<file path="config.mk">
export PLATFORM = sky130hd
export DESIGN_NAME = pmc_top
export DESIGN_NICKNAME = d
export VERILOG_FILES = /design/src/rtl/pmc_pkg.sv /design/src/rtl/pmc_regs.sv /design/src/rtl/pmc_flags.sv /design/src/rtl/pmc_seq.sv /design/src/rtl/pmc_top.sv
export SDC_FILE = /design/constraint.sdc
export NUM_CORES = 1
export LEC_CHECK = 0
export BUFFER_PORTS_ARGS = -buffer_cell sky130_fd_sc_hd__buf_2
export CORE_AREA = 2 2 59 56
export CTS_CLUSTER_DIAMETER = 80
export CTS_CLUSTER_SIZE = 8
export DETAILED_ROUTE_END_ITERATION = 7
export DIE_AREA = 0 0 61 58
export GPL_ROUTABILITY_DRIVEN = 0
export PLACE_DENSITY = 0.82
export SLEW_MARGIN = 20
export SYNTH_ARGS = -nofsm -noshare
export SYNTH_HDL_FRONTEND = slang
export SYNTH_HIERARCHICAL = 1
export SYNTH_SLANG_ARGS = --single-unit
</file>
<file path="constraint.sdc">
create_clock -name clk -period 2.7 [get_ports clk]
set_clock_uncertainty 0.2 [all_clocks]
set_input_delay 0.54 -clock clk [delete_from_list [all_inputs] [get_ports clk]]
set_output_delay 0.54 -clock clk [all_outputs]
set_load 0.02 [all_outputs]
</file>
<file path="src/rtl/pmc_pkg.sv">
package pmc_pkg;
    localparam int unsigned DATA_W    = 32;
    localparam int unsigned NUM_FLAGS = 4;
    localparam int unsigned FLAG_LSB  = 8;
    localparam int unsigned CTRL_W    = 5;

    typedef enum logic [1:0] {
        MODE_SLEEP  = 2'd0,
        MODE_DSLEEP = 2'd1,
        MODE_PDOWN  = 2'd2,
        MODE_DPDOWN = 2'd3
    } lp_mode_e;

    // field order matches word bits 4..0
    typedef struct packed {
        logic bo_rst_off;
        logic bo_off;
        logic bo_lp_off;
        logic pm1;
        logic pm0;
    } ctrl_t;

    typedef struct packed {
        logic     vld;
        lp_mode_e mode;
    } act_t;

    function automatic lp_mode_e decode_req(logic deep, logic pm1, logic pm0);
        if (!deep)           return MODE_SLEEP;
        else if (pm1 && pm0) return MODE_DPDOWN;
        else if (pm0)        return MODE_PDOWN;
        else                 return MODE_DSLEEP;
    endfunction

    function automatic logic [NUM_FLAGS-1:0] mode_onehot(lp_mode_e m);
        return NUM_FLAGS'(1) << m;
    endfunction
endpackage

</file>
<file path="src/rtl/pmc_regs.sv">
module pmc_regs
    import pmc_pkg::*;
#(
    parameter int unsigned ADDR_W   = 12,
    parameter logic [ADDR_W-1:0] REG_ADDR = '0
) (
    input  logic                 clk,
    input  logic                 rst,
    input  logic [ADDR_W-1:0]    bus_addr,
    input  logic                 bus_we,
    input  logic [DATA_W-1:0]    bus_wdata,
    input  logic [NUM_FLAGS-1:0] flags,
    output ctrl_t                ctrl,
    output logic [NUM_FLAGS-1:0] w1c,
    output logic [DATA_W-1:0]    bus_rdata
);
    logic hit, wr_hit;
    logic [DATA_W-1:0] word;

    assign hit    = (bus_addr == REG_ADDR);
    assign wr_hit = hit && bus_we;
    assign w1c    = wr_hit ? bus_wdata[FLAG_LSB +: NUM_FLAGS] : '0;

    always_ff @(posedge clk) begin
        if (rst)         ctrl <= '0;
        else if (wr_hit) ctrl <= ctrl_t'(bus_wdata[CTRL_W-1:0]);
    end

    always_comb begin
        word = '0;
        word[CTRL_W-1:0] = ctrl;
        word[FLAG_LSB +: NUM_FLAGS] = flags;
    end

    always_ff @(posedge clk) begin
        if (rst)      bus_rdata <= '0;
        else if (hit) bus_rdata <= word;
        else          bus_rdata <= '0;
    end

    p_foreign_write_r2: assert property (@(posedge clk) disable iff (rst)
        (bus_we && !hit) |=> $stable(ctrl));
endmodule

</file>
<file path="src/rtl/pmc_flags.sv">
module pmc_flags
    import pmc_pkg::*;
(
    input  logic                 clk,
    input  logic                 core_por,
    input  logic                 bat_por,
    input  logic                 ent_stb,
    input  lp_mode_e             ent_mode,
    input  logic [NUM_FLAGS-1:0] w1c,
    output logic [NUM_FLAGS-1:0] flags
);
    logic [NUM_FLAGS-1:0] set_vec;
    assign set_vec = mode_onehot(ent_mode);

    for (genvar i = 0; i < NUM_FLAGS; i++) begin : g_flag
        logic por_i;
        if (i == NUM_FLAGS-1) begin : g_bat
            assign por_i = bat_por;
        end else begin : g_core
            assign por_i = core_por;
        end
        always_ff @(posedge clk) begin
            if (por_i)        flags[i] <= 1'b0;
            else if (ent_stb) flags[i] <= set_vec[i];
            else if (w1c[i])  flags[i] <= 1'b0;
        end
    end

    p_onehot_r12: assert property (@(posedge clk) disable iff (core_por || bat_por)
        $onehot0(flags));
    p_entry_sets_r10: assert property (@(posedge clk) disable iff (core_por || bat_por)
        ent_stb |=> (flags == (NUM_FLAGS'(1) << $past(ent_mode))));
    p_clear_only_r9: assert property (@(posedge clk) disable iff (core_por || bat_por)
        !ent_stb |=> ((flags & $past(w1c)) == '0) && ((flags & ~$past(w1c)) == ($past(flags) & ~$past(w1c))));
endmodule

</file>
<file path="src/rtl/pmc_seq.sv">
module pmc_seq
    import pmc_pkg::*;
(
    input  logic     clk,
    input  logic     rst,
    input  ctrl_t    ctrl,
    input  logic     slp_req,
    input  logic     deep_in,
    input  logic     ent_stb,
    input  lp_mode_e ent_mode,
    input  logic     wake_stb,
    output logic     req_vld,
    output lp_mode_e req_mode,
    output logic     bo_en,
    output logic     bo_rst_en
);
    act_t act;
    logic lp_gate;

    always_ff @(posedge clk) begin
        if (rst) begin
            req_vld  <= 1'b0;
            req_mode <= MODE_SLEEP;
        end else begin
            req_vld <= slp_req;
            if (slp_req) req_mode <= decode_req(deep_in, ctrl.pm1, ctrl.pm0);
        end
    end

    always_ff @(posedge clk) begin
        if (rst)           act <= '{vld: 1'b0, mode: MODE_SLEEP};
        else if (ent_stb)  act <= '{vld: 1'b1, mode: ent_mode};
        else if (wake_stb) act.vld <= 1'b0;
    end

    assign lp_gate   = act.vld && (act.mode == MODE_DSLEEP || act.mode == MODE_PDOWN);
    assign bo_en     = !ctrl.bo_off && !(ctrl.bo_lp_off && lp_gate);
    assign bo_rst_en = bo_en && !ctrl.bo_rst_off;

    p_sleep_req_r7: assert property (@(posedge clk) disable iff (rst)
        (slp_req && !deep_in) |=> (req_vld && req_mode == MODE_SLEEP));
    p_no_req_r7: assert property (@(posedge clk) disable iff (rst)
        !slp_req |=> !req_vld);
    p_lp_gate_r5: assert property (@(posedge clk) disable iff (rst)
        (ent_stb && ctrl.bo_lp_off && (ent_mode == MODE_DSLEEP || ent_mode == MODE_PDOWN))
        |=> !bo_en);
endmodule

</file>
<file path="src/rtl/pmc_top.sv">
module pmc_top
    import pmc_pkg::*;
#(
    parameter int unsigned ADDR_W = 12,
    parameter logic [ADDR_W-1:0] REG_ADDR = 12'h0C0
) (
    input  logic              clk,
    input  logic              rst,
    input  logic              core_por,
    input  logic              bat_por,
    input  logic [ADDR_W-1:0] bus_addr,
    input  logic              bus_we,
    input  logic [31:0]       bus_wdata,
    output logic [31:0]       bus_rdata,
    input  logic              slp_req,
    input  logic              deep_in,
    input  logic              ent_stb,
    input  logic [1:0]        ent_mode,
    input  logic              wake_stb,
    output logic              req_vld,
    output logic [1:0]        req_mode,
    output logic              bo_en,
    output logic              bo_rst_en
);
    ctrl_t                ctrl;
    logic [NUM_FLAGS-1:0] flags;
    logic [NUM_FLAGS-1:0] w1c;
    lp_mode_e             req_mode_e;
    lp_mode_e             ent_mode_e;

    assign ent_mode_e = lp_mode_e'(ent_mode);
    assign req_mode   = req_mode_e;

    pmc_regs #(.ADDR_W(ADDR_W), .REG_ADDR(REG_ADDR)) u_regs (
        .clk(clk), .rst(rst), .bus_addr(bus_addr), .bus_we(bus_we),
        .bus_wdata(bus_wdata), .flags(flags), .ctrl(ctrl), .w1c(w1c),
        .bus_rdata(bus_rdata)
    );

    pmc_flags u_flags (
        .clk(clk), .core_por(core_por), .bat_por(bat_por), .ent_stb(ent_stb),
        .ent_mode(ent_mode_e), .w1c(w1c), .flags(flags)
    );

    pmc_seq u_seq (
        .clk(clk), .rst(rst), .ctrl(ctrl), .slp_req(slp_req), .deep_in(deep_in),
        .ent_stb(ent_stb), .ent_mode(ent_mode_e), .wake_stb(wake_stb),
        .req_vld(req_vld), .req_mode(req_mode_e), .bo_en(bo_en), .bo_rst_en(bo_rst_en)
    );

    p_global_off_r4: assert property (@(posedge clk) disable iff (rst)
        (bus_we && bus_addr == REG_ADDR && bus_wdata[3]) |=> !bo_en);
    p_rst_block_r6: assert property (@(posedge clk) disable iff (rst)
        (bus_we && bus_addr == REG_ADDR && bus_wdata[4]) |=> !bo_rst_en);
endmodule

</file>
==> results of run 1 <==
==> registers in the layout, summed over array words and instances (netlist names) <==
name              cells
u_seq/act             3
u_regs/ctrl           5
u_seq/req_mode        2
u_seq/req_vld         1
u_regs/bus_rdata      9
u_flags/flags         4
==> cells in the mapped netlist, types with 2 or more instances <==
cell | n | area (µm²)
or3b_1 | 5 | 43.8
nor3b_2 | 4 | 50.1
dfxtp_1 | 24 | 480
nand2b_1 | 13 | 81.3
nor2_1 | 9 | 33.8
mux2i_1 | 7 | 70.1
buf_4 | 23 | 173
nand3_1 | 3 | 15.0
a21oi_1 | 7 | 35.0
and2_1 | 4 | 25.0
nand3b_1 | 2 | 15.0
nor4_4 | 2 | 42.5
==> cell type report <==
| class | instances | area (µm²) |
|---|---|---|
| Fill cell | 303 | 1540 |
| Sequential cell | 24 | 480 |
| Inverter | 1 | 3.75 |
| Timing Repair Buffer | 45 | 225 |
| Clock buffer | 4 | 36.3 |
| Multi-Input combinational cell | 88 | 586 |
| Tap cell | 42 | 52.6 |
==> logic make-up (layout without fill, tap and decap cells) <==
group,count (synthesis),in the layout,share of synthesized area [%]
flip-flops,24,24,40.9
buffers and inverters,26,50,16.3
other,1,23,0.319
multiplexers,7,7,5.96
AO/OA/AOI/OAI,7,7,2.98
XOR/XNOR,1,1,0.746
AND/OR/NAND/NOR,50,50,32.8
==> layout by cell type, fill, tap and decap left out, types with 3 or more instances in the layout <==
cell type  netlist  layout
nor3b_2          4       4
dfxtp_1         24      24
or3b_1           5       5
clkbuf_4         0       3
nand3_1          3       3
conb_1           1      23
mux2i_1          7       7
buf_2            0      45
a21oi_1          7       7
nand2b_1        13      13
nor2_1           9       9
and2_1           4       4
==> power by group through the flow <==
stage	combinational, µW	sequential, µW	clock (µW)
final	86.5	364	180
after global routing	94.8	365	206
after CTS	86.8	364	190
after detailed placement	86.8	372	0
after global placement	85.5	371	0
after floorplan	74.0	373	0
==> how the worst max path moves through the flow <==
stage                             to  slack, ns  depth (start not counted)
floorplan           u_flags/flags[0]       0.81                          5
global placement    u_flags/flags[2]       0.66                          6
detailed placement  u_flags/flags[1]       0.63                          6
CTS                            bo_en       0.66                          4
global route                   bo_en       0.59                          4
finish                     bo_rst_en       0.70                          4
==> through the flow <==
stage	cells	area (µm²)	hold slack, ns
floorplan	138	1260	0.241
global placement	200	1350	0.254
detailed placement	200	1350	0.258
CTS	204	1380	0.175
global route	204	1380	0.159
finish	204	1380	0.183
==> per-layer routing <==
layer  up-vias  wire length (µm)  part of all wire (%)  track usage [%]
li1        436                 -                     -                -
met1       360               886                    44             15.0
met2        31               975                    48             20.0
met3         2               151                   7.5             2.68
met4         0                12                  0.59             4.66
met5         -                 0                     0                0
==> results.json, run 1 <==
{
  "worstSkewPairLatency_ns": 0.30,
  "worstRegToRegCells": 2,
  "internal_power_uw": 474,
  "synthFlopType": "dfxtp_1",
  "worst-path-max-fanout": 2,
  "worst_path_max_delay_cell": "dfxtp_1",
  "min-delay-start": "bat_por",
  "min_to": "u_flags/flags[3]",
  "hold_viol": 0,
  "nets": 218,
  "via_count": 829,
  "pre_cts_slack_ns": 0.634,
  "cp_cell_sequence": "xor2_1 > and3_4 > nor3_2 > buf_2",
  "p_total_uw": 630,
  "cpPeakStageDelay_ns": 0.34,
  "crit_type": "register to primary output",
  "antenna_found_initial": 0,
  "setup_viol": 0,
  "fin_crit_sh_pct": 74.2,
  "grt_pass1_wl_um": 3190,
  "slew_viol_final": 0,
  "dp_hpwl_um": 1650,
  "area_growth_pct": 17.8,
  "crit_family": "flip-flops",
  "drt_wl_total_um": 2030,
  "p_seq_share_pct": 57.7,
  "ys_types": 25,
  "fin_util_pct": 47.3,
  "core_area_um2": 2920,
  "reg2reg_to": "u_flags/flags[1]",
  "grt_pass1_vias": 750,
  "cts_hold_buf": 0,
  "holdPathStages": 2,
  "comb_power_share_pct": 13.7,
  "peakVddDrop_uv": 171,
  "cts_root_buf": "clkbuf_4",
  "pwr_density_cell_nw_per_um2": 455,
  "syn_area_per_cell_um2": 10.1,
  "p_sw_share_pct": 24.9,
  "wl_per_cell_um": 9.93,
  "fin_ws_ns": 0.696,
  "die_x_um": 61,
  "worst_ep_arrival_time_ns": 1.26,
  "cp-end-kind": "primary output",
  "cts.sinks": 24,
  "r2r_start": "u_flags/flags[1]",
  "rsz0062_at_grt": "no",
  "drc": 0,
  "final_layout_size_suffix_gt1_share_pct": 37.0,
  "power.leakage_uw": 0.000612,
  "grt_max_degree": 21,
  "fmax_mhz": 499,
  "clk_pin_slew_ns": 0.12,
  "worst_setup_path_start_kind": "register",
  "cts-buffers-inserted": 3,
  "post_drt_via_cell_ratio": 4.06,
  "timing.critical_path.buf_inv": 1,
  "min_period_ns": 2.00,
  "p_clk_share_pct": 28.6,
  "grt.overflow.total": 0,
  "netlist_instances": 116,
  "async_flop_share_pct": 0,
  "detail-route-antenna-nets": 0,
  "synth_edf_count": 0,
  "die_h_um": 58,
  "netSwitchingPower_uw": 157,
  "start_util_pct": 40.2,
  "hp-class": "input pin to register",
  "first_iter_violations": 40,
  "first_pass_iters": 4,
  "grtUsageTotal_pct": 12.0,
  "reg2reg_slack_ns": 1.60,
  "die_area_um2": 3540,
  "htree_levels": 1,
  "setup_tns_ns": 0,
  "rows": 19,
  "startpoint": "u_seq/act[1]",
  "cts_tree": "done",
  "yosysSeqAreaShare_pct": 40.9,
  "maxCapViolCount": 0,
  "port_buffers": 45,
  "cp.required_ns": 1.96,
  "synth_area_um2": 1170,
  "n_antenna_cell": 0,
  "post_cts_resized": 0,
  "outcome": "completed",
  "clk_path_buf_depth": 2,
  "synth_seq_cells": 24,
  "synth_warnings": 6,
  "cts_setup_buffers": 0,
  "ioPinCount": 92
}
No activity file was read; power rests on OpenSTA's default activity.
==> run 2: changes to the inputs <==
--- a/config.mk
+++ b/config.mk
@@ -6,13 +6,13 @@
 export NUM_CORES = 1
 export LEC_CHECK = 0
 export BUFFER_PORTS_ARGS = -buffer_cell sky130_fd_sc_hd__buf_2
-export CORE_AREA = 2 2 59 56
+export CORE_AREA = 2 2 61 58
 export CTS_CLUSTER_DIAMETER = 80
 export CTS_CLUSTER_SIZE = 8
 export DETAILED_ROUTE_END_ITERATION = 7
-export DIE_AREA = 0 0 61 58
+export DIE_AREA = 0 0 63 60
 export GPL_ROUTABILITY_DRIVEN = 0
-export PLACE_DENSITY = 0.82
+export PLACE_DENSITY = 0.77
 export SLEW_MARGIN = 20
 export SYNTH_ARGS = -nofsm -noshare
 export SYNTH_HDL_FRONTEND = slang
==> constraint.sdc (replaced) <==
create_clock -name clk -period 1.95 [get_ports clk]
set_clock_uncertainty 0.2 [all_clocks]
set_input_delay 0.39 -clock clk [delete_from_list [all_inputs] [get_ports clk]]
set_output_delay 0.39 -clock clk [all_outputs]
set_load 0.02 [all_outputs]
==> run 2 against run 1 <==
Against the previous run:
- via count is 3.4% higher
- register-to-register slack worse by 0.75 ns
- critical path depth stayed put
- sequential share of layout area is 0.063 points lower
- sequential power is 38% higher
- critical endpoint unchanged
- combinational power is 39% higher
- non-clock buffer count stayed put
- critical path type unchanged
- core utilization is 3.7 points lower
- die area is 6.8% higher
- wire length is 3.8% higher
==> results.json, run 2 (synthesis results as in run 1) <==
{
  "grt_pass1_wl_um": 3230,
  "hp-class": "input pin to register",
  "power.leakage_uw": 0.000612,
  "wl_met2_um": 1080,
  "core_area_um2": 3180,
  "port_buffers": 45,
  "fmax_mhz": 541,
  "slew_viol_final": 0,
  "grt.overflow.total": 0,
  "wl_met1_um": 868,
  "nets": 218,
  "internal_power_uw": 656,
  "area_growth_pct": 18.0,
  "rsz0062_at_grt": "no",
  "fin_crit_sh_pct": 94.8,
  "mostFrequentLayoutCell": "buf_2",
  "start_util_pct": 37.0,
  "cp.required_ns": 1.36,
  "wl_per_cell_um": 10.2,
  "pwr_density_cell_nw_per_um2": 630,
  "worst-path-max-fanout": 2,
  "ioPinCount": 92,
  "worst_ep_arrival_time_ns": 1.26,
  "cts_setup_buffers": 0,
  "die_area_um2": 3780,
  "final_layout_size_suffix_gt1_share_pct": 37.0,
  "reg_top3": "u_regs/bus_rdata: 9 flops, u_regs/ctrl: 5 flops, u_flags/flags: 4 flops",
  "cts.sinks": 24,
  "cts_root_buf": "clkbuf_4",
  "dp_hpwl_um": 1700,
  "die_x_um": 63,
  "largest_register_ffs": 9,
  "p_sw_share_pct": 24.9,
  "setup_viol": 0,
  "first_iter_violations": 17,
  "n_antenna_cell": 0,
  "via_count": 857,
  "first_pass_iters": 3,
  "maxCapViolCount": 0,
  "drt_wl_total_um": 2100,
  "worstSkewPairLatency_ns": 0.30,
  "p_clk_share_pct": 28.6,
  "rows": 20,
  "cp_cell_sequence": "xor2_1 > and3_4 > nor3_2 > buf_2",
  "die_h_um": 60,
  "timing.hold.ws_ns": 0.0278,
  "reg2reg_slack_ns": 0.85,
  "clk_pin_slew_ns": 0.12,
  "hold_viol": 0,
  "comb_power_share_pct": 13.7,
  "cp-end-kind": "primary output",
  "cpPeakStageDelay_ns": 0.35,
  "drc": 0,
  "grt_max_degree": 21,
  "min-delay-start": "bat_por",
  "crit_type": "register to primary output",
  "p_seq_share_pct": 57.7,
  "worst_path_max_delay_cell": "dfxtp_1",
  "fin_util_pct": 43.6,
  "highest_layer": "met3",
  "top_register": "u_regs/bus_rdata",
  "cts_tree": "done",
  "layout_common_cells": "buf_2, dfxtp_1, conb_1",
  "post_cts_resized": 0,
  "netSwitchingPower_uw": 217,
  "htree_levels": 1,
  "min_period_ns": 1.85,
  "detail-route-antenna-nets": 0,
  "num-fill-cells": 331,
  "cts_hold_buf": 0,
  "grt_pass1_vias": 737,
  "cts-buffers-inserted": 3,
  "r2r_start": "u_flags/flags[3]",
  "clk_path_buf_depth": 2,
  "worst_setup_path_start_kind": "register",
  "post_drt_via_cell_ratio": 4.16,
  "antenna_found_initial": 0,
  "grtUsageTotal_pct": 11.2,
  "startpoint": "u_seq/act[1]",
  "peakVddDrop_uv": 208,
  "dr_wl_met3_um": 148,
  "outcome": "completed",
  "setup_tns_ns": 0
}
-- run 2: area by class of cell --
class                      instances  area, µm²  share of cell area (%)
sequential                        24        480                    34.7
tap                               44       55.1                    3.97
timing repair buffer              45        225                    16.2
inverter                           1       3.75                   0.271
clock buffer                       4       36.3                    2.62
multi-input combinational         88        586                    42.2
-- run 2: final timing paths --
check	end	depth (start not counted)
worst max-delay path	bo_rst_en	4
worst min register to register	u_regs/bus_rdata[1]	2
worst min-delay path	u_flags/flags[3]	2
worst max register to register	u_flags/flags[3]	2
-- run 2: routing by layer --
layer / vias to the layer above / track usage (%)
met5: - / 0
met4: 0 / 4.76
met3: 0 / 2.64
met2: 33 / 19.9
met1: 382 / 13.0
li1: 442 / -
-- run 2: critical path, delay by kind of cell (launching register included) --
| kind | cells | cell delay (ns) |
|---|---|---|
| DFF | 1 | 0.35 |
| and+or+nand+nor | 2 | 0.27 |
| xor gates and xnor gates | 1 | 0.16 |
| buffers and inverters | 1 | 0.18 |
-- run 2: metrics by stage --
stage / instance area (µm²) / worst slack [ns] / power [µW] / instances
after global routing: 1390 / 0.00918 / 920 / 206
after detailed placement: 1350 / 0.00875 / 634 / 202
final: 1390 / 0.102 / 873 / 206
after global placement: 1350 / 0.0535 / 632 / 202
after CTS: 1390 / 0.0780 / 885 / 206
after floorplan: 1260 / 0.208 / 619 / 138
-- run 2: power by group through the flow --
stage                     clock [µW]  combinational (µW)  sequential, µW
after global placement             0                 118             514
after CTS                        261                 120             504
after detailed placement           0                 120             515
after floorplan                    0                 102             516
final                            249                 120             504
after global routing             285                 130             505
